--- src/rtl/adc_seq_pkg.sv ---
package adc_seq_pkg;

  localparam int PERIOD_W = 3;

  typedef enum logic [1:0] {
    ST_IDLE = 2'd0,
    ST_WARM = 2'd1,
    ST_RUN  = 2'd2
  } seq_state_e;

  typedef struct packed {
    logic                en;
    logic                slow;
    logic [PERIOD_W-1:0] period;
  } seq_cfg_t;

endpackage

--- src/rtl/adc_seq_prescaler.sv ---
module adc_seq_prescaler #(
  parameter int SYS_HI_MHZ = 24,
  parameter int SYS_LO_MHZ = 12,
  parameter int FAST_MHZ   = 6,
  parameter int SLOW_MHZ   = 1
) (
  input  logic clk,
  input  logic rst_n,
  input  logic clr,
  input  logic sys_hi,
  output logic tick_fast,
  output logic tick_slow
);

  localparam int HI_MAX = SYS_HI_MHZ / SLOW_MHZ;
  localparam int CW     = $clog2(HI_MAX + 1);

  logic [1:0] ticks;

  genvar g;
  for (g = 0; g < 2; g++) begin : g_div
    localparam int RATE    = (g == 0) ? FAST_MHZ : SLOW_MHZ;
    localparam int DIV_HI  = SYS_HI_MHZ / RATE;
    localparam int DIV_LO  = SYS_LO_MHZ / RATE;
    localparam logic [CW-1:0] LAST_HI = CW'(DIV_HI - 1);
    localparam logic [CW-1:0] LAST_LO = CW'(DIV_LO - 1);

    logic [CW-1:0] cnt_q;
    logic [CW-1:0] cnt_d;
    logic [CW-1:0] last_w;
    logic          tick_w;

    always_comb begin
      last_w = sys_hi ? LAST_HI : LAST_LO;
      tick_w = !clr && (cnt_q >= last_w);
      if (clr || tick_w) begin
        cnt_d = '0;
      end else begin
        cnt_d = cnt_q + 1'b1;
      end
    end

    always_ff @(posedge clk or negedge rst_n) begin
      if (!rst_n) begin
        cnt_q <= '0;
      end else begin
        cnt_q <= cnt_d;
      end
    end

    assign ticks[g] = tick_w;
  end

  assign tick_fast = ticks[0];
  assign tick_slow = ticks[1];

  // Both dividers restart together, so every slow tick falls on a fast tick.
  AST_SLOW_ON_FAST: assert property (@(posedge clk) disable iff (!rst_n)
    tick_slow |-> tick_fast);

  AST_NO_TICK_IN_CLR: assert property (@(posedge clk) disable iff (!rst_n)
    clr |-> !(tick_fast || tick_slow));

endmodule

--- src/rtl/adc_seq_warmup.sv ---
module adc_seq_warmup #(
  parameter int DELAY_TICKS = 21
) (
  input  logic clk,
  input  logic rst_n,
  input  logic clr,
  input  logic tick,
  output logic done
);

  localparam int DW = $clog2(DELAY_TICKS + 1);
  localparam logic [DW-1:0] LAST = DW'(DELAY_TICKS - 1);

  logic [DW-1:0] cnt_q;
  logic [DW-1:0] cnt_d;

  always_comb begin
    done  = tick && (cnt_q == LAST);
    cnt_d = cnt_q;
    if (clr || done) begin
      cnt_d = '0;
    end else if (tick) begin
      cnt_d = cnt_q + 1'b1;
    end
  end

  always_ff @(posedge clk or negedge rst_n) begin
    if (!rst_n) begin
      cnt_q <= '0;
    end else begin
      cnt_q <= cnt_d;
    end
  end

  AST_WARM_RANGE: assert property (@(posedge clk) disable iff (!rst_n)
    cnt_q <= LAST);

endmodule

--- src/rtl/adc_seq_window.sv ---
module adc_seq_window #(
  parameter int BASE_CLKS = 32,
  parameter int PW        = 3
) (
  input  logic          clk,
  input  logic          rst_n,
  input  logic          clr,
  input  logic          tick,
  input  logic [PW-1:0] period,
  output logic          last
);

  localparam int MAX_LEN = BASE_CLKS << ((1 << PW) - 1);
  localparam int WW      = $clog2(MAX_LEN);

  logic [WW:0]   len_w;
  logic [WW-1:0] len_m1;
  logic [WW-1:0] cnt_q;
  logic [WW-1:0] cnt_d;

  always_comb begin
    len_w  = (WW+1)'(BASE_CLKS) << period;
    len_m1 = WW'(len_w - 1'b1);
    last   = tick && (cnt_q == len_m1);
    cnt_d  = cnt_q;
    if (clr || last) begin
      cnt_d = '0;
    end else if (tick) begin
      cnt_d = cnt_q + 1'b1;
    end
  end

  always_ff @(posedge clk or negedge rst_n) begin
    if (!rst_n) begin
      cnt_q <= '0;
    end else begin
      cnt_q <= cnt_d;
    end
  end

  AST_WCNT_RANGE: assert property (@(posedge clk) disable iff (!rst_n)
    cnt_q <= len_m1);

endmodule

--- src/rtl/adc_seq_mask.sv ---
module adc_seq_mask #(
  parameter int RES_W    = 16,
  parameter int MIN_BITS = 5,
  parameter int PW       = 3
) (
  input  logic [PW-1:0]    period,
  input  logic [RES_W-1:0] raw,
  output logic [RES_W-1:0] masked
);

  localparam int SHIFT_MAX = RES_W - MIN_BITS;
  localparam int SW        = $clog2(SHIFT_MAX + 1);

  logic [SW-1:0]    drop_w;
  logic [RES_W-1:0] keep_w;

  always_comb begin
    drop_w = SW'(SHIFT_MAX) - SW'(period);
    keep_w = {RES_W{1'b1}} << drop_w;
    masked = raw & keep_w;
  end

endmodule

--- src/rtl/adc_seq_top.sv ---
module adc_seq_top
  import adc_seq_pkg::*;
#(
  parameter int RES_W       = 16,
  parameter int PW          = PERIOD_W,
  parameter int BASE_CLKS   = 32,
  parameter int MIN_BITS    = 5,
  parameter int WARM_TICKS  = 21,
  parameter int SYS_HI_MHZ  = 24,
  parameter int SYS_LO_MHZ  = 12
) (
  input  logic             clk,
  input  logic             rst_n,
  input  logic             cfg_wr,
  input  logic             cfg_en_in,
  input  logic             cfg_slow_in,
  input  logic [PW-1:0]    cfg_period_in,
  input  logic             sys_hi,
  input  logic [RES_W-1:0] raw_data,
  output logic [RES_W-1:0] result,
  output logic             result_vld
);

  seq_cfg_t   cfg_q, cfg_d;
  seq_state_e state_q, state_d;
  logic       discard_q, discard_d;
  logic       sys_hi_q;
  logic       vld_q, vld_d;
  logic [RES_W-1:0] res_q, res_d;

  logic wr_stop, wr_restart, clk_sw, restart_any;
  logic pre_clr, warm_clr, win_clr;
  logic tick_fast, tick_slow, sample_tick;
  logic warm_done, win_last;
  logic [RES_W-1:0] masked_w;

  // Write and clock-source decode
  always_comb begin
    wr_stop     = cfg_wr && !cfg_en_in;
    wr_restart  = cfg_wr && cfg_en_in && cfg_q.en;
    clk_sw      = sys_hi != sys_hi_q;
    restart_any = wr_restart || clk_sw;
    sample_tick = cfg_q.slow ? tick_slow : tick_fast;
    pre_clr     = (state_q == ST_IDLE) || clk_sw ||
                  ((state_q == ST_RUN) && wr_restart);
    warm_clr    = state_q != ST_WARM;
    win_clr     = (state_q != ST_RUN) || restart_any || wr_stop;
  end

  always_comb begin
    cfg_d = cfg_q;
    if (cfg_wr) begin
      cfg_d.en     = cfg_en_in;
      cfg_d.slow   = cfg_slow_in;
      cfg_d.period = cfg_period_in;
    end
  end

  adc_seq_prescaler #(
    .SYS_HI_MHZ (SYS_HI_MHZ),
    .SYS_LO_MHZ (SYS_LO_MHZ),
    .FAST_MHZ   (6),
    .SLOW_MHZ   (1)
  ) u_prescaler (
    .clk       (clk),
    .rst_n     (rst_n),
    .clr       (pre_clr),
    .sys_hi    (sys_hi),
    .tick_fast (tick_fast),
    .tick_slow (tick_slow)
  );

  adc_seq_warmup #(
    .DELAY_TICKS (WARM_TICKS)
  ) u_warmup (
    .clk   (clk),
    .rst_n (rst_n),
    .clr   (warm_clr),
    .tick  (tick_slow),
    .done  (warm_done)
  );

  adc_seq_window #(
    .BASE_CLKS (BASE_CLKS),
    .PW        (PW)
  ) u_window (
    .clk    (clk),
    .rst_n  (rst_n),
    .clr    (win_clr),
    .tick   (sample_tick),
    .period (cfg_q.period),
    .last   (win_last)
  );

  adc_seq_mask #(
    .RES_W    (RES_W),
    .MIN_BITS (MIN_BITS),
    .PW       (PW)
  ) u_mask (
    .period (cfg_q.period),
    .raw    (raw_data),
    .masked (masked_w)
  );

  // Sequencing next state
  always_comb begin
    state_d   = state_q;
    discard_d = discard_q;
    vld_d     = 1'b0;
    res_d     = res_q;
    unique case (state_q)
      ST_IDLE: begin
        discard_d = 1'b1;
        if (cfg_q.en && !wr_stop) begin
          state_d = ST_WARM;
        end
      end
      ST_WARM: begin
        discard_d = 1'b1;
        if (wr_stop) begin
          state_d = ST_IDLE;
        end else if (warm_done) begin
          state_d = ST_RUN;
        end
      end
      ST_RUN: begin
        if (wr_stop) begin
          state_d = ST_IDLE;
        end else if (restart_any) begin
          discard_d = 1'b1;
        end else if (win_last) begin
          if (discard_q) begin
            discard_d = 1'b0;
          end else begin
            vld_d = 1'b1;
            res_d = masked_w;
          end
        end
      end
      default: state_d = ST_IDLE;
    endcase
  end

  always_ff @(posedge clk or negedge rst_n) begin
    if (!rst_n) begin
      cfg_q     <= '0;
      state_q   <= ST_IDLE;
      discard_q <= 1'b1;
      sys_hi_q  <= 1'b1;
      vld_q     <= 1'b0;
      res_q     <= '0;
    end else begin
      cfg_q     <= cfg_d;
      state_q   <= state_d;
      discard_q <= discard_d;
      sys_hi_q  <= sys_hi;
      vld_q     <= vld_d;
      res_q     <= res_d;
    end
  end

  assign result     = res_q;
  assign result_vld = vld_q;

  AST_VLD_SINGLE: assert property (@(posedge clk) disable iff (!rst_n)
    vld_q |=> !vld_q);

  AST_VLD_FROM_RUN: assert property (@(posedge clk) disable iff (!rst_n)
    vld_q |-> ($past(state_q) == ST_RUN));

  AST_LOW_BITS_ZERO: assert property (@(posedge clk) disable iff (!rst_n)
    vld_q |-> (RES_W'(res_q << (MIN_BITS + int'(cfg_q.period))) == '0));

  AST_STOP_QUIET: assert property (@(posedge clk) disable iff (!rst_n)
    wr_stop |=> (!vld_q && (state_q == ST_IDLE)));

  AST_RESTART_QUIET: assert property (@(posedge clk) disable iff (!rst_n)
    (restart_any && (state_q == ST_RUN)) |=> !vld_q);

  AST_WARM_KEEPS_STATE: assert property (@(posedge clk) disable iff (!rst_n)
    ((state_q == ST_WARM) && wr_restart && !warm_done) |=> (state_q == ST_WARM));

endmodule

--- config.mk ---
export PLATFORM = sky130hd
export DESIGN_NAME = adc_seq_top
export DESIGN_NICKNAME = d
export VERILOG_FILES = /design/src/rtl/adc_seq_pkg.sv /design/src/rtl/adc_seq_prescaler.sv /design/src/rtl/adc_seq_warmup.sv /design/src/rtl/adc_seq_window.sv /design/src/rtl/adc_seq_mask.sv /design/src/rtl/adc_seq_top.sv
export SDC_FILE = /design/constraint.sdc
export NUM_CORES = 1
export LEC_CHECK = 0
export ABC_AREA = 1
export BUFFER_PORTS_ARGS = -buffer_cell sky130_fd_sc_hd__buf_2
export CORE_MARGIN = 3
export CORE_UTILIZATION = 61
export DETAILED_ROUTE_END_ITERATION = 10
export PLACE_DENSITY = 0.84
export SLEW_MARGIN = 25
export SYNTH_ARGS = -nofsm -noshare
export SYNTH_HDL_FRONTEND = slang
export SYNTH_SLANG_ARGS = --single-unit
--- constraint.sdc ---
create_clock -name clk -period 2.54 [get_ports clk]
set_input_delay 0.762 -clock clk [delete_from_list [all_inputs] [get_ports clk]]
set_output_delay 0.762 -clock clk [all_outputs]
set_load 0.02 [all_outputs]
==> impl_results.md <==
* CP Data Arrival Time at 2.46 ns
* Vias in the first global route at 2,310
* Worst min-delay path category: in2async
* Critical Path Sink Type: register
* Fin crit share at 0.890
* Fmax at 443 MHz
* Via density at 5.29
* Fin Hold WS at 0.393 ns
* Detailed Place HPWL at 4230 microns
* P_int at 1250 uW
* Initial core utilization at 0.650
* PortBufs at 36
* RSZ-0062 raised after global routing: no
* Global-route wire length before repair at 9710 microns
* Fin area at 3240 sq um
* Final hold vios at 0
* Sw Pwr at 572 uW
* Avg Cell Area, Syn at 7.90 sq um
* Final setup TNS at 0 ns
* Post-synthesis instance total at 368
* Sw Ratio at 0.314
* Area after DPL at 3140 sq um
* H-tree Lvls at 2
* Die Y at 75.0 microns
* DRC Markers at 0
* Cell variety after synth at 33
* Worst path bufs/invs at 4
* Top cell type's share of synthesized area at 0.430
* Post-CTS Resized at 0
* Max Root-Sink Buffers at 2
* Critical path cell sequence: buf_2 > inv_1 > ha_1 > nand2_1 > nor2_1 > nand2_1 > nand3_1 > inv_1 > nor2_8 > nand4_2 > inv_1 > nor2_1
* Synthesis-to-finish area growth at 11.6%
* Post-layout util at 0.725
* Worst VDD drop at 0.000362 V
* CTS Sinks at 52
* Sequential share of power at 0.507
* Max-slew violation count at 0
* Slowest stage delay, CP at 0.30 ns
* Width of the chip at 75.0 microns
* Layout Skew at 0.00545 ns
* Yosys reg bits at 52
* Cts hold-fix bufs at 0
* Core box area at 4470 sq um
* Lkg Pwr at 0.00176 uW
* Synth area leader: dfrtp_1
* Clock Pin Slew Worst Setup and Hold Paths at 0.09 ns
* Worst Path Class, Setup: in2reg
* Critical Path RT at 2.74 ns
* Synth top area cells: dfrtp_1, nand2_1, nand3_1
* WL/cell at 12.1 microns
* Post-CTS Setup Repair Bufs at 0
* Iteration-0 DRC Markers at 167
* Tot GR Track Use at 0.223
* Comb pwr share at 0.215
* CP startpoint kind: primary input
* Tmin final at 2.26 ns
* Clock power share at 0.277
* Outcome: finished, final reports clean
* Antenna-violating nets left at 0
* # placed instances at 457
* Post-Syn Area at 2910 sq um
* DR pass1 iterations at 4
* CTS root buf: clkbuf_8
* PwrDens at 562 nW/um^2
* Grt total ovfl at 0
* Initial antenna violation count at 0
* Setup-failing EPs final at 0
* Top Family by Delay on Critical Path: simple AND/OR/NAND/NOR gates
* Max FO, Critical Path at 13
* TritonCTS Buffers at 5
* Most used cell along the critical path: inv_1
* Die Area at 5630 sq um
* Max cap viols at 0
* Final wirelength at 5630 microns
* Slowest cell on crit path: ha_1
* Site Rows at 24
* TritonCTS clock tree: yes
* Seq/Total Area, Yosys at 0.448
* Final #Nets at 446
* Vias at 2,459
* Pin count of the biggest net entering global routing at 22
* Worst-Skew Late Latency at 0.30 ns
* Routability cong. at 0.843
* Antenna Cells at 0
* Ports at 42
* Yosys warning count at 0
* Share of cells above drive strength 1 at 0.184
* Final Instance Count excl. Fillers at 465
path summary, 6_finish.rpt:
path                                               startpoint                       endpoint  slack, ns  cells after the start
worst max-delay path                                   sys_hi                      result[0]       0.28                     12
worst min-delay path                                    rst_n  u_prescaler.g_div[1].cnt_q[2]       0.39                      1
worst max register to register              u_window.cnt_q[0]                      result[0]       0.49                     10
worst min register to register  u_prescaler.g_div[0].cnt_q[0]  u_prescaler.g_div[0].cnt_q[0]       0.46                      1
max in group asynchronous                               rst_n                      discard_q       1.52                      2
min in group clk                u_prescaler.g_div[0].cnt_q[0]  u_prescaler.g_div[0].cnt_q[0]       0.46                      1
worst register-to-register path, cell delays in order (launching register included):
cell	delay (ns)
dfrtp_1	0.41
ha_1	0.24
nand2_1	0.11
nor2_4	0.17
nand2_2	0.10
nand2_1	0.07
nand2_1	0.05
nor2_1	0.19
nand4_2	0.32
inv_1	0.23
nor2_1	0.06
state kept, by name (all words and copies together) (netlist names):
name	cells
result_vld	1
u_prescaler.g_div.cnt_q	10
state_q	2
u_window.cnt_q	12
u_warmup.cnt_q	5
discard_q	1
cfg_q	5
sys_hi_q	1
result	15
synthesized netlist by cell type (all sizes together):
library cell and instances:
and2 1, nand2 104, inv 45, o41ai 1
dfrtp 50, nand3 51, nor3 3, or2 1
a21boi 1, nor2 54, o21bai 3, conb 1
xor2 7, ha 9, nand4 9, buf 7
dfstp 2, o21ai 12, xnor2 2, a21oi 5
placed cells by master (no fill, tap or decap), types with 5 or more instances in the layout:
| cell | instances |
|---|---|
| nand2_1 | 98 |
| dfrtp_1 | 50 |
| nand3_1 | 48 |
| nor2_1 | 47 |
| inv_1 | 40 |
| buf_2 | 36 |
| o21ai_0 | 11 |
| ha_1 | 9 |
| nand4_1 | 8 |
| xor2_1 | 7 |
| clkbuf_8 | 7 |
| buf_4 | 6 |
| inv_2 | 5 |
logic make-up after synthesis:
family          synth area share
compound gates            0.0478
xor+xnor                  0.0271
fa+ha+maj                 0.0387
buf+inv                   0.0792
flops                      0.448
other cells              0.00129
simple gates               0.358
per-stage QoR:
step                      setup WS [ns]  power (uW)
final                             0.281        1820
after global routing             0.0879        1930
after CTS                         0.254        1830
after detailed placement        -0.0669        1330
after global placement          -0.0174        1310
after floorplan                   0.362        1220
layout make-up:
type,instances,area (sq um)
multi-input combinational,266,1380
sequential,52,1300
fill,359,1230
timing repair buffer,42,225
inverter,45,169
clock buffer,8,100
tap,52,65.1
power by group through the flow:
stage	Combinational, uW	Clock [uW]	Sequential [uW]
finish	392	505	925
global route	451	547	934
CTS	395	513	924
detailed placement	390	0	939
global placement	373	0	937
floorplan	295	0	927
per-layer routing:
metal	wire [microns]	part of all wire	up-vias	track usage
met2	2750	0.49	64	0.387
li1	-	-	1252	-
met4	68	0.012	0	0.0731
met1	2490	0.44	1135	0.279
met3	328	0.058	8	0.0427
met5	0	0	-	0
No activity file was read; power rests on OpenSTA's default activity.
